**src/rtl/pt_mmu_pkg.sv**
```systemverilog
package pt_mmu_pkg;
  parameter int unsigned VA_W      = 16;
  parameter int unsigned OFF_W     = 12;
  parameter int unsigned FRAME_W   = 3;
  localparam int unsigned VPN_W    = VA_W - OFF_W;
  localparam int unsigned ENTRIES  = 1 << VPN_W;
  localparam int unsigned PA_W     = FRAME_W + OFF_W;

  typedef struct packed {
    logic               present;
    logic [FRAME_W-1:0] frame;
  } pte_t;
endpackage

```
**src/rtl/pt_entry_array.sv**
```systemverilog
module pt_entry_array
  import pt_mmu_pkg::*;
(
  input  logic             clk_i,
  input  logic             rst_ni,
  input  logic             we_i,
  input  logic [VPN_W-1:0] widx_i,
  input  pte_t             wdata_i,
  input  logic [VPN_W-1:0] ridx_i,
  output pte_t             rdata_o
);
  pte_t ent_q [ENTRIES];

  for (genvar g = 0; g < ENTRIES; g++) begin : g_ent
    always_ff @(posedge clk_i or negedge rst_ni) begin
      if (!rst_ni)                                   ent_q[g] <= '0;
      else if (we_i && widx_i == VPN_W'(g))          ent_q[g] <= wdata_i;
    end

    // a write lands in the addressed entry and nowhere else
    p_write_lands_r2: assert property (@(posedge clk_i) disable iff (!rst_ni)
      (we_i && widx_i == VPN_W'(g)) |=> ent_q[g] == $past(wdata_i));
    p_untouched_r2: assert property (@(posedge clk_i) disable iff (!rst_ni)
      !(we_i && widx_i == VPN_W'(g)) |=> $stable(ent_q[g]));
  end

  // read returns pre-write contents
  assign rdata_o = ent_q[ridx_i];
endmodule

```
**src/rtl/pt_addr_build.sv**
```systemverilog
module pt_addr_build
  import pt_mmu_pkg::*;
(
  input  logic             clk_i,
  input  logic             rst_ni,
  input  logic             req_i,
  input  logic [OFF_W-1:0] off_i,
  input  pte_t             pte_i,
  output logic             pa_valid_o,
  output logic [PA_W-1:0]  pa_o,
  output logic             fault_o
);
  logic hit;
  assign hit = req_i & pte_i.present;

  always_ff @(posedge clk_i or negedge rst_ni) begin
    if (!rst_ni) begin
      pa_valid_o <= 1'b0;
      fault_o    <= 1'b0;
      pa_o       <= '0;
    end else begin
      pa_valid_o <= hit;
      fault_o    <= req_i & ~pte_i.present;
      if (hit) pa_o <= {pte_i.frame, off_i};
    end
  end

  p_one_resp_r3: assert property (@(posedge clk_i) disable iff (!rst_ni)
    req_i |=> (pa_valid_o ^ fault_o));
  p_no_spurious_r3: assert property (@(posedge clk_i) disable iff (!rst_ni)
    !req_i |=> !(pa_valid_o || fault_o));
  p_excl_r6: assert property (@(posedge clk_i) disable iff (!rst_ni)
    !(pa_valid_o && fault_o));
  p_hold_on_fault_r5: assert property (@(posedge clk_i) disable iff (!rst_ni)
    fault_o |-> $stable(pa_o));
  p_offset_pass_r7: assert property (@(posedge clk_i) disable iff (!rst_ni)
    req_i |=> (pa_valid_o -> pa_o[OFF_W-1:0] == $past(off_i)));
endmodule

```
**src/rtl/pt_mmu.sv**
```systemverilog
module pt_mmu
  import pt_mmu_pkg::*;
(
  input  logic             clk_i,
  input  logic             rst_ni,
  input  logic             ld_we_i,
  input  logic [VPN_W-1:0] ld_idx_i,
  input  logic             ld_present_i,
  input  logic [FRAME_W-1:0] ld_frame_i,
  input  logic             xl_valid_i,
  input  logic [VA_W-1:0]  xl_vaddr_i,
  output logic             pa_valid_o,
  output logic [PA_W-1:0]  pa_o,
  output logic             fault_o
);
  pte_t             wdata, rdata;
  logic [VPN_W-1:0] vpn;
  logic [OFF_W-1:0] off;

  assign wdata = '{present: ld_present_i, frame: ld_frame_i};
  assign vpn   = xl_vaddr_i[VA_W-1:OFF_W];
  assign off   = xl_vaddr_i[OFF_W-1:0];

  pt_entry_array u_tbl (
    .clk_i  (clk_i),
    .rst_ni (rst_ni),
    .we_i   (ld_we_i),
    .widx_i (ld_idx_i),
    .wdata_i(wdata),
    .ridx_i (vpn),
    .rdata_o(rdata)
  );

  pt_addr_build u_pa (
    .clk_i     (clk_i),
    .rst_ni    (rst_ni),
    .req_i     (xl_valid_i),
    .off_i     (off),
    .pte_i     (rdata),
    .pa_valid_o(pa_valid_o),
    .pa_o      (pa_o),
    .fault_o   (fault_o)
  );

  // frame bits come from the entry written for that page
  p_frame_r4: assert property (@(posedge clk_i) disable iff (!rst_ni)
    (xl_valid_i && rdata.present) |=> (pa_valid_o && pa_o[PA_W-1:OFF_W] == $past(rdata.frame)));
endmodule

```
**config.mk**
```make
export PLATFORM = sky130hd
export DESIGN_NAME = pt_mmu
export DESIGN_NICKNAME = d
export VERILOG_FILES = /design/src/rtl/pt_mmu_pkg.sv /design/src/rtl/pt_entry_array.sv /design/src/rtl/pt_addr_build.sv /design/src/rtl/pt_mmu.sv
export SDC_FILE = /design/constraint.sdc
export NUM_CORES = 1
export LEC_CHECK = 0
export BUFFER_PORTS_ARGS = -buffer_cell sky130_fd_sc_hd__buf_2
export CORE_MARGIN = 2
export CORE_UTILIZATION = 52
export CTS_CLUSTER_SIZE = 30
export DETAILED_ROUTE_END_ITERATION = 7
export PLACE_DENSITY = 0.84
export SYNTH_ARGS = -nofsm -noshare
export SYNTH_HDL_FRONTEND = slang
export SYNTH_SLANG_ARGS = --single-unit
```
**constraint.sdc**
```tcl
create_clock -name clk_i -period 1.6 [get_ports clk_i]
set_input_delay 0.16 -clock clk_i [delete_from_list [all_inputs] [get_ports clk_i]]
set_output_delay 0.16 -clock clk_i [all_outputs]
set_load 0.1 [all_outputs]
```
==> results.tsv <==
stage	metric	value	unit
status	status	finished with violations	
status	failing checks	negative setup slack	
logic_synthesis	Seq cells post-synth	81	
timing	Least-Margin Pin Slew	490	ps
routing	drt via density	5.49	
die	Die ar.	7780	um^2
die	num ports	45	
clock_network	CTS Root Cell	clkbuf_8	
worst_setup_path	WP data required	1840	ps
logic_synthesis	YS warnings	0	
worst_setup_path	Setup crit end kind	flip-flop	
hold_path	hold path cells	2	
routing	initial detailed-routing violation count	129	
clock_network	TritonCTS clock tree	yes	
grt	number of global-route vias before repair	2379	
finish	Layout Utilization	64.6	%
routing	DRC errors left	0	
logic_synthesis	Net Count, Synth	272	
logic_synthesis	Yosys top cell area share	55.0	%
worst_setup_path	RR Startpoint	u_tbl.ent_q[27]	
clock_network	CTS max path bufs	2	
timing	fmax	553	MHz
worst_setup_path	R2R cell count	5	
logic_synthesis	Post-synth top cells	dfrtp_1, mux2_2, nor2_1, mux4_2, mux2_4	
grt	first-pass GRT wire length	12100	um
grt	GR Util All Layers	21.2	%
hold_path	Tightest Hold Check Type	primary input to flip-flop	
logic_synthesis	Main synth FF type	dfrtp_1	
placed_design	placed insts	391	
timing	clk_skew	3.67	ps
grt	pin count of the biggest net entering global routing	41	
finish	share of cells above drive strength 1	54.8	%
die	Die X	88.2	um
finish	antenna fix cells	0	
grt	antenna violations before repair	0	
finish	Area Growth Syn to Fin	19.6	%
placed_design	routability cong.	0.806	
timing	max-slew violations	0	
logic_synthesis	Synth area leaders	dfrtp_1, mux2_2, mux4_2, mux2_4, mux2i_1	
timing	setup violators final	15	
power	pwr/cell area	1640	nW/um^2
clock_network	CTS H-tree lvls	3	
placed_design	# port buffers	44	
routing	Final ANT Viol Nets	0	
finish	Nets	335	
die	total core area	6830	um^2
logic_synthesis	sequential area share after synthesis	55.0	%
clock_network	Sink Count	81	
worst_setup_path	Worst R2R Setup Slack	-210	ps
clock_network	setup bufs post-CTS	0	
worst_setup_path	crit path max fanout	16	
logic_synthesis	FFs w/ async S/R, synth	100	%
power	Final Power	7.22	mW
timing	Period minus WS final	1810	ps
hold_path	Worst Hold Path EP	u_pa.pa_o[11]	
hold_path	min-delay src	xl_vaddr_i[11]	
power	Peak VDD IR	0.652	mV
placed_design	post-DP HPWL	5380	um
logic_synthesis	Yosys top cell by area	dfrtp_1	
power	Leakage	2.00	nW
worst_setup_path	startpoint types	flip-flop	
grt	GR Overflow Total	0	
logic_synthesis	Avg Cell Area, Syn	15.1	um^2
timing	max_slew headroom	67.6	%
clock_network	clock slew at reported path FFs	80	ps
logic_synthesis	cell with the most instances after synthesis	dfrtp_1	
clock_network	clock buffer count from CTS	9	
logic_synthesis	Post-synth EDFFs	0	
routing	TritonRoute pass-1 iters	4	
die	die height	88.2	um
job	max-cap check violation count	0	
routing	total wire length	7430	um
worst_setup_path	WP data arrival	2050	ps
logic_synthesis	cells after synthesis	244	
die	row count	30	
routing	DR WL/cell	18.2	um
finish	fin cells	408	
die	Initial Utilization	54.0	%
worst_setup_path	Worst R2R End	u_pa.pa_o[6]	
timing	final hold vios	0	
logic_synthesis	Cell variety after synth	24	
timing	Tcrit/Tclk final	113	%
timing	post-route setup slack	-209	ps
logic_synthesis	Mapped Area	3690	um^2
worst_setup_path	critical path class	flip-flop to flip-flop	
timing	RSZ-0062 raised after global routing	true	
routing	via count	2239	
clock_network	later-pin clock latency in the skew report	350	ps
## power by group
group	internal [mW]	switching [mW]	total, mW
logic	0.858	1.72	2.58
clock network	1.06	0.721	1.78
registers	2.59	0.279	2.87
total	4.50	2.72	7.22
## logic make-up (layout without fill, tap and decap cells)
| group | count (synthesis) | after routing | synth area share [%] |
|---|---|---|---|
| buf+inv | 12 | 80 | 1.93 |
| compound gates | 7 | 7 | 1.97 |
| mux | 100 | 100 | 35.3 |
| simple gates | 44 | 44 | 5.83 |
| flops | 81 | 81 | 55.0 |
## flip-flops by register name (all words and copies together), names as in the netlist
register and count:
u_pa.fault_o 1, u_pa.pa_o 15, u_pa.pa_valid_o 1, u_tbl.ent_q 64
## final cells by class
cell class / count / area [um^2]
clock buffers: 13 / 179
clock inverters: 3 / 68.8
fillers: 528 / 2420
inverters: 2 / 7.51
multi-input cells: 151 / 1600
flip-flops and latches: 81 / 2030
well taps: 96 / 120
repair buffers: 62 / 410
## layer usage
layer | routed length (um) | global-route usage, % | up-vias | part of all wire (%)
li1 | - | - | 1014 | -
met1 | 3330 | 27.0 | 1141 | 45
met2 | 3560 | 35.3 | 71 | 48
met3 | 399 | 5.60 | 13 | 5.4
met4 | 141 | 7.44 | 0 | 1.9
met5 | 0 | 0 | - | 0
## critical path: stages (launching register included)
cell     delay [ps]
dfrtp_1         370
mux2i_1         100
mux4_2          530
o32ai_4         140
buf_12          200
mux2_2          340
## how the worst max path moves through the flow
stage / startpoint / to / depth (start not counted)
floorplan: xl_vaddr_i[12] / u_pa.pa_o[0] / 6
global placement: xl_vaddr_i[12] / u_pa.pa_o[6] / 7
global route: u_tbl.ent_q[27] / u_pa.pa_o[8] / 5
finish: u_tbl.ent_q[27] / u_pa.pa_o[6] / 5
CTS: u_tbl.ent_q[27] / u_pa.pa_o[6] / 5
detailed placement: xl_vaddr_i[12] / u_pa.pa_o[10] / 7
## layout by cell type (no fill, tap or decap)
master	instances
mux2i_1	6
nand3b_1	2
nand2_1	8
a22oi_1	3
dfrtp_1	81
mux2_2	70
nand2b_1	6
a211oi_1	1
dlygate4sd3_1	1
clkbuf_8	13
buf_12	4
o32ai_4	1
mux2_4	11
inv_6	1
inv_1	2
o22ai_1	1
buf_2	43
nor2b_1	4
buf_4	14
nand3_1	7
a22o_1	1
bufinv_16	2
nor2_1	14
mux4_1	1
mux4_2	12
or3_1	2
nor3b_1	1
## repair_timing
action                                  4_1_cts  5_1_grt
endpoints found under the setup margin       15       15
resized for setup                             2        0
hold endpoints to repair                     23        0
hold buffers                                  1        0
## per-stage QoR
stage / worst slack [ps] / setup TNS, ps / instance area (um^2) / hold WS [ps]
floorplan: -118 / -1120 / 3700 / -136
global placement: -229 / -3160 / 4150 / 79.0
detailed placement: -287 / -3850 / 4150 / 83.6
CTS: -212 / -2810 / 4410 / 22.8
global route: -246 / -3220 / 4410 / 16.2
finish: -209 / -2740 / 4410 / 37.5
Note: power is estimated with default switching activity, not from simulation.
